### src/rtl/ldst_ea_pkg.sv
package ldst_ea_pkg;
  localparam int XLEN     = 64;
  localparam int BYTES    = XLEN / 8;
  localparam int DISP_W   = 16;
  localparam int SCALED_W = 14;
  localparam int SCALE_SH = 2;

  typedef enum logic [1:0] {
    FORM_IDX    = 2'd0,
    FORM_DISP   = 2'd1,
    FORM_SCALED = 2'd2,
    FORM_RSVD   = 2'd3
  } ea_form_e;

  // signed 16-bit displacement to full width
  function automatic logic [XLEN-1:0] sext_disp(input logic [DISP_W-1:0] imm);
    return {{(XLEN-DISP_W){imm[DISP_W-1]}}, imm};
  endfunction

  // signed 14-bit field, sign-extended then scaled
  function automatic logic [XLEN-1:0] sext_scaled(input logic [DISP_W-1:0] imm);
    logic [XLEN-1:0] v;
    v = {{(XLEN-SCALED_W){imm[SCALED_W-1]}}, imm[SCALED_W-1:0]};
    return v << SCALE_SH;
  endfunction

  function automatic logic [XLEN-1:0] calc_ea(input ea_form_e form,
                                              input logic upd,
                                              input logic base_zero,
                                              input logic [XLEN-1:0] ra,
                                              input logic [XLEN-1:0] rb,
                                              input logic [DISP_W-1:0] imm);
    logic [XLEN-1:0] base, off;
    base = (base_zero && !upd) ? '0 : ra;
    case (form)
      FORM_IDX:    off = rb;
      FORM_DISP:   off = sext_disp(imm);
      FORM_SCALED: off = sext_scaled(imm);
      default:     off = '0;
    endcase
    return base + off;
  endfunction

  // keep the low 2^size bytes, reversing them when swap is set
  function automatic logic [XLEN-1:0] lane_order(input logic [XLEN-1:0] d,
                                                 input logic [1:0] size,
                                                 input logic swap);
    logic [XLEN-1:0] r;
    int n;
    n = 1 << size;
    r = '0;
    for (int i = 0; i < BYTES; i++) begin
      if (i < n) r[i*8 +: 8] = swap ? d[(n-1-i)*8 +: 8] : d[i*8 +: 8];
    end
    return r;
  endfunction
endpackage

### src/rtl/ldst_ea_issue.sv
module ldst_ea_issue
  import ldst_ea_pkg::*;
#(
  parameter int IDX_W = 5
) (
  input  logic              clk,
  input  logic              rst_n,
  input  logic              in_valid,
  input  logic [1:0]        in_form,
  input  logic              in_update,
  input  logic              in_is_load,
  input  logic [IDX_W-1:0]  in_ra_idx,
  input  logic [IDX_W-1:0]  in_rt_idx,
  input  logic [XLEN-1:0]   in_ra_val,
  input  logic [XLEN-1:0]   in_rb_val,
  input  logic [DISP_W-1:0] in_imm,
  input  logic              in_le,
  input  logic [1:0]        in_size,
  input  logic [XLEN-1:0]   in_wdata,
  output logic              acc_go,
  output logic [XLEN-1:0]   acc_ea,
  output logic              acc_swap,
  output logic              out_valid,
  output logic              out_illegal,
  output logic              out_mem_req,
  output logic              out_wr,
  output logic [XLEN-1:0]   out_addr,
  output logic [1:0]        out_size,
  output logic              out_swap,
  output logic [XLEN-1:0]   out_wdata
);
  ea_form_e form;
  logic     base_zero, bad_form;

  always_comb begin
    form      = ea_form_e'(in_form);
    base_zero = (in_ra_idx == '0);
    bad_form  = (form == FORM_RSVD)
             || (in_update && base_zero)
             || (in_update && in_is_load && (in_ra_idx == in_rt_idx));
    acc_ea    = calc_ea(form, in_update, base_zero, in_ra_val, in_rb_val, in_imm);
    acc_swap  = !in_le && (in_size != 2'd0);
    acc_go    = in_valid && !bad_form;
  end

  always_ff @(posedge clk or negedge rst_n) begin
    if (!rst_n) begin
      out_valid   <= 1'b0;
      out_illegal <= 1'b0;
      out_mem_req <= 1'b0;
      out_wr      <= 1'b0;
      out_addr    <= '0;
      out_size    <= '0;
      out_swap    <= 1'b0;
      out_wdata   <= '0;
    end else begin
      out_valid   <= in_valid;
      out_illegal <= in_valid && bad_form;
      out_mem_req <= acc_go;
      out_wr      <= acc_go && !in_is_load;
      out_addr    <= in_valid ? acc_ea : '0;
      out_size    <= in_valid ? in_size : 2'd0;
      out_swap    <= in_valid && acc_swap;
      out_wdata   <= (acc_go && !in_is_load) ? lane_order(in_wdata, in_size, acc_swap) : '0;
    end
  end
endmodule

### src/rtl/ldst_ea_complete.sv
module ldst_ea_complete
  import ldst_ea_pkg::*;
#(
  parameter int IDX_W = 5
) (
  input  logic             clk,
  input  logic             rst_n,
  input  logic             acc_go,
  input  logic [XLEN-1:0]  acc_ea,
  input  logic             acc_swap,
  input  logic             in_update,
  input  logic             in_is_load,
  input  logic [IDX_W-1:0] in_ra_idx,
  input  logic [IDX_W-1:0] in_rt_idx,
  input  logic [1:0]       in_size,
  input  logic             cmp_valid,
  input  logic             cmp_fault,
  input  logic [XLEN-1:0]  cmp_rdata,
  output logic             cmp_hit,
  output logic             wb_upd_we,
  output logic [IDX_W-1:0] wb_upd_idx,
  output logic [XLEN-1:0]  wb_upd_data,
  output logic             wb_rt_we,
  output logic [IDX_W-1:0] wb_rt_idx,
  output logic [XLEN-1:0]  wb_rt_data
);
  logic             pend_v, pend_load, pend_upd, pend_swap;
  logic [IDX_W-1:0] pend_ra, pend_rt;
  logic [XLEN-1:0]  pend_addr;
  logic [1:0]       pend_size;
  logic             commit;

  assign cmp_hit = cmp_valid && pend_v;
  assign commit  = cmp_hit && !cmp_fault;

  always_ff @(posedge clk or negedge rst_n) begin
    if (!rst_n) begin
      pend_v    <= 1'b0;
      pend_load <= 1'b0;
      pend_upd  <= 1'b0;
      pend_swap <= 1'b0;
      pend_ra   <= '0;
      pend_rt   <= '0;
      pend_addr <= '0;
      pend_size <= '0;
    end else begin
      if (acc_go) begin
        pend_v    <= 1'b1;
        pend_load <= in_is_load;
        pend_upd  <= in_update;
        pend_swap <= acc_swap;
        pend_ra   <= in_ra_idx;
        pend_rt   <= in_rt_idx;
        pend_addr <= acc_ea;
        pend_size <= in_size;
      end else if (cmp_hit) begin
        pend_v <= 1'b0;
      end
    end
  end

  always_ff @(posedge clk or negedge rst_n) begin
    if (!rst_n) begin
      wb_upd_we   <= 1'b0;
      wb_upd_idx  <= '0;
      wb_upd_data <= '0;
      wb_rt_we    <= 1'b0;
      wb_rt_idx   <= '0;
      wb_rt_data  <= '0;
    end else begin
      wb_upd_we   <= commit && pend_upd;
      wb_upd_idx  <= (commit && pend_upd) ? pend_ra : '0;
      wb_upd_data <= (commit && pend_upd) ? pend_addr : '0;
      wb_rt_we    <= commit && pend_load;
      wb_rt_idx   <= (commit && pend_load) ? pend_rt : '0;
      wb_rt_data  <= (commit && pend_load) ? lane_order(cmp_rdata, pend_size, pend_swap) : '0;
    end
  end
endmodule

### src/rtl/ldst_ea_unit.sv
module ldst_ea_unit
  import ldst_ea_pkg::*;
#(
  parameter int IDX_W = 5
) (
  input  logic              clk,
  input  logic              rst_n,
  input  logic              in_valid,
  input  logic [1:0]        in_form,
  input  logic              in_update,
  input  logic              in_is_load,
  input  logic [IDX_W-1:0]  in_ra_idx,
  input  logic [IDX_W-1:0]  in_rt_idx,
  input  logic [XLEN-1:0]   in_ra_val,
  input  logic [XLEN-1:0]   in_rb_val,
  input  logic [DISP_W-1:0] in_imm,
  input  logic              in_le,
  input  logic [1:0]        in_size,
  input  logic [XLEN-1:0]   in_wdata,
  input  logic              cmp_valid,
  input  logic              cmp_fault,
  input  logic [XLEN-1:0]   cmp_rdata,
  output logic              out_valid,
  output logic              out_illegal,
  output logic              out_mem_req,
  output logic              out_wr,
  output logic [XLEN-1:0]   out_addr,
  output logic [1:0]        out_size,
  output logic              out_swap,
  output logic [XLEN-1:0]   out_wdata,
  output logic              wb_upd_we,
  output logic [IDX_W-1:0]  wb_upd_idx,
  output logic [XLEN-1:0]   wb_upd_data,
  output logic              wb_rt_we,
  output logic [IDX_W-1:0]  wb_rt_idx,
  output logic [XLEN-1:0]   wb_rt_data
);
  logic            acc_go, acc_swap, cmp_hit;
  logic [XLEN-1:0] acc_ea;

  ldst_ea_issue #(.IDX_W(IDX_W)) u_issue (
    .clk, .rst_n, .in_valid, .in_form, .in_update, .in_is_load,
    .in_ra_idx, .in_rt_idx, .in_ra_val, .in_rb_val, .in_imm, .in_le,
    .in_size, .in_wdata, .acc_go, .acc_ea, .acc_swap,
    .out_valid, .out_illegal, .out_mem_req, .out_wr, .out_addr,
    .out_size, .out_swap, .out_wdata
  );

  ldst_ea_complete #(.IDX_W(IDX_W)) u_cmpl (
    .clk, .rst_n, .acc_go, .acc_ea, .acc_swap, .in_update, .in_is_load,
    .in_ra_idx, .in_rt_idx, .in_size, .cmp_valid, .cmp_fault, .cmp_rdata,
    .cmp_hit, .wb_upd_we, .wb_upd_idx, .wb_upd_data, .wb_rt_we,
    .wb_rt_idx, .wb_rt_data
  );
endmodule

### config.mk
export PLATFORM = sky130hd
export DESIGN_NAME = ldst_ea_unit
export DESIGN_NICKNAME = d
export VERILOG_FILES = /design/src/rtl/ldst_ea_pkg.sv /design/src/rtl/ldst_ea_issue.sv /design/src/rtl/ldst_ea_complete.sv /design/src/rtl/ldst_ea_unit.sv
export SDC_FILE = /design/constraint.sdc
export NUM_CORES = 1
export LEC_CHECK = 0
export ABC_AREA = 1
export CORE_MARGIN = 10
export CORE_UTILIZATION = 55
export DETAILED_ROUTE_END_ITERATION = 10
export DONT_BUFFER_PORTS = 1
export HOLD_SLACK_MARGIN = 0.05
export PLACE_DENSITY = 0.68
export SETUP_SLACK_MARGIN = 0.2
export SYNTH_ARGS = -nofsm -noshare
export SYNTH_HDL_FRONTEND = slang
export SYNTH_SLANG_ARGS = --single-unit
### constraint.sdc
create_clock -name clk -period 8.6 [get_ports clk]
set_input_delay 1.29 -clock clk [delete_from_list [all_inputs] [get_ports clk]]
set_output_delay 1.29 -clock clk [all_outputs]
set_load 0.03 [all_outputs]
==> flow_metrics.py <==
metrics = {
    "global_routing": {
        "number_of_global_route_vias_before_repair": 23520,
        "grt_antenna_before_repair": 1,
        "grt_first_pass_wirelength_um": 149600,
        "globalRouteTotalUtil_pct": 36.23,
        "grt_start_max_net_pins": 356,
        "globalRoute.totalOverflow": 0,
    },
    "placed_design": {
        "placement.io_buffers": 0,
        "gp_congestion": 1.033,
        "post_place_instance_area_um2": 25020,
        "hpwl_um": 79290,
    },
    "layout": {
        "area.growth.synth_to_final_pct": 5.674,
        "stdcell_area_um2": 26310,
        "mostFrequentLayoutCell": "sky130_fd_sc_hd__nand2_1",
        "num-nets-final": 4092,
        "layout-drive-gt1-share_pct": 3.877,
        "final_cell_mix": "sky130_fd_sc_hd__nand2_1, sky130_fd_sc_hd__inv_1, sky130_fd_sc_hd__nor2_1",
        "antenna_cells": 0,
    },
    "timing": {
        "timing.final.hold_violations": 0,
        "timing.fmax_mhz": 214.9,
        "slew_headroom_pct": 22.31,
        "final_min_period_over_clock_period_pct": 54.11,
        "worstMarginPinSlew_ns": 1.153,
        "hold_slack_ns": 0.4269,
        "tmin_final_ns": 4.654,
        "rsz0062_at_grt": "false",
        "slew_viol_final": 0,
        "setup_viol": 0,
        "finalSetupTns_ns": 0,
        "worst_clock_skew_ns": 0.01303,
    },
    "routing": {
        "dr.first_iter.drc_count": 3313,
        "drt-pass1-iter-count": 6,
        "vias": 25460,
        "via_cell_ratio": 5.878,
        "remaining_antenna_violation_count": 0,
        "routed_wire_length_per_instance_um": 23.68,
        "totalWireLength_um": 102600,
        "detail_route.drc_violations": 0,
    },
    "floorplanning": {
        "die_w_um": 232.8,
        "fp.dieArea_um2": 54180,
        "rows": 77,
        "initial_utilization_pct": 55.94,
        "dieHeight_um": 232.8,
        "ios": 569,
        "fp.coreArea_um2": 44510,
    },
    "clock_network": {
        "numCtsBuffers": 39,
        "clock_latency_ns": 0.56,
        "cts_max_level": 2,
        "cts.clk_slew.worst_paths_ns": 0.06,
        "cts_hold_repair.buffers": 0,
        "numClockSinks": 355,
        "clk_root_buffer_cell": "sky130_fd_sc_hd__clkbuf_16",
        "clock_tree.buffer_depth": 3,
        "post_cts.repair.setup_buffers": 0,
        "cts_tree": "done",
        "postCtsResizedCells": 0,
    },
    "job": {
        "drv_cap": 0,
    },
    "yosys": {
        "synth_enable_flop_cells": 0,
        "synth_cells": 3817,
        "yosysUniqueCellTypes": 55,
        "seq_area_frac_synth_pct": 35.68,
        "synthesis.area_um2": 24900,
        "syn-num-nets": 4195,
        "syn_area_per_cell_um2": 6.523,
        "async_flop_share_pct": 100.0,
        "synth-adder-area-share_pct": 4.251,
        "synth_compound_gate_area_share_pct": 16.42,
        "yosys-mux-area-fraction_pct": 0.4020,
        "main_combinational_cell_family_by_area_after_synthesis": "simple AND/OR/NAND/NOR gates",
        "ys_warn_count": 0,
        "predominant_post_synthesis_flop_cell": "sky130_fd_sc_hd__dfrtp_1",
        "share_of_synthesized_cell_area_in_and_or_nand_and_nor_gates_pct": 28.88,
        "synth.ff_latch_count": 355,
        "yosys.area_share.xor_xnor_pct": 1.161,
    },
    "power": {
        "worst_ir_drop_vdd_v": 0.0001762,
        "total_leakage_power_uw": 0.01455,
        "power-per-cell-area_nw_per_um2": 200.1,
    },
    "setup_path": {
        "worst-path-max-fanout": 36,
        "cpMaxStageDelayCell": "sky130_fd_sc_hd__ha_1",
        "worstPathArrival_ns": 5.08,
        "worst_path_dominant_cell_family": "buffers and inverters",
        "cp-start-kind": "input pin",
        "critPathKind": "input pin to flip-flop",
        "worst_setup_path_end_kind": "flip-flop",
        "cpPeakStageDelay_ns": 0.86,
        "critPathRequiredTime_ns": 9.03,
        "critical_path.cell_chain": "inv_1, ha_1, inv_1, ha_1, buf_4, inv_2, nand2_1, o22ai_1, nand3b_1, a211oi_2",
        "worst-path-buf-inv": 4,
    },
    "min_path": {
        "hold_class": "input pin to async pin",
    },
    "status": {
        "outcome": "finished clean",
    },
}
[path summary, 6_finish.rpt]
check | from | end | slack (ns) | depth (start not counted)
min in group clk | u_cmpl.pend_addr[42] | u_cmpl.pend_addr[42] | 0.48 | 2
worst min-delay path | rst_n | u_cmpl.wb_rt_data[10] | 0.43 | 0
worst min register to register | u_cmpl.pend_addr[42] | u_cmpl.pend_addr[42] | 0.48 | 2
max in group asynchronous | rst_n | u_cmpl.wb_upd_data[11] | 7.25 | 0
worst max-delay path | in_size[1] | u_issue.out_wdata[1] | 3.95 | 10
worst max register to register | u_cmpl.pend_size[1] | u_cmpl.wb_rt_data[1] | 4.85 | 10
[area by class of cell]
cell class                 count  area [µm²]
multi-input combinational   2631       12740
inverter                     668        2510
fill                        4278       18200
sequential                   355        8885
clock buffer                  51        1101
tap                          592       740.7
clock inverter                16       186.4
timing repair buffer          19       142.6
[registers in the layout (all words and copies together) (netlist names), 2 cells and up]
| register | flops |
|---|---|
| u_issue.out_addr | 64 |
| u_cmpl.pend_rt | 5 |
| u_cmpl.wb_upd_idx | 5 |
| u_cmpl.pend_addr | 64 |
| u_cmpl.wb_rt_data | 64 |
| u_cmpl.pend_size | 2 |
| u_issue.out_wdata | 64 |
| u_issue.out_size | 2 |
| u_cmpl.pend_ra | 5 |
| u_cmpl.wb_upd_data | 64 |
| u_cmpl.wb_rt_idx | 5 |
[synth_stat cells (all sizes together) (5+ instances only)]
cell	number	share of area [%]
ha	83	4.2
nor4	7	0.18
xor2	16	0.56
a22oi	8	0.24
mux2i	10	0.40
buf	73	1.8
and2	5	0.13
o22ai	6	0.15
clkbuf	90	1.4
dfrtp	355	36
or2	12	0.30
nand2	1182	18
o311ai	7	0.25
nand3	106	2.3
a32oi	11	0.39
nor2	446	6.9
a21oi	140	2.9
o221ai	27	0.95
inv	665	10
nor3	28	0.58
nand4	15	0.38
o21ai	356	7.2
o2111ai	15	0.53
xnor2	17	0.60
a211oi	28	0.86
o211ai	91	2.7
[per-layer routing]
layer	vias up	wire length, µm	global-route usage (%)
met5	-	11	0
met4	2	4987	15.58
met3	275	12930	12.74
met2	1560	45780	56.39
met1	11880	38870	44.86
li1	11750	-	-
[kinds of logic after synthesis]
group,Yosys count
AOI/OAI and AO/OA,698
DFF,355
adders and majority gates,84
muxes,10
buffers and inverters,831
xor gates and xnor gates,33
and+or+nand+nor,1806
[per-stage QoR]
| stage | utilization, % | setup slack, ns | power, µW | std cells |
|---|---|---|---|---|
| CTS | 59.11 | 4.129 | 5237 | 4332 |
| detailed placement | 56.22 | 3.547 | 3503 | 4265 |
| finish | 59.11 | 3.946 | 5265 | 4332 |
| global route | 59.11 | 3.750 | 5502 | 4332 |
| global placement | 56.22 | 3.592 | 3483 | 4265 |
| floorplan | - | 4.843 | 3087 | 3817 |
[report_power, final]
part / total, µW / switching [µW] / internal [µW]
combinational: 1440 / 1020 / 417
sequential: 2090 / 268 / 1820
clock: 1730 / 736 / 998
Note: power is estimated with default switching activity, not from simulation.
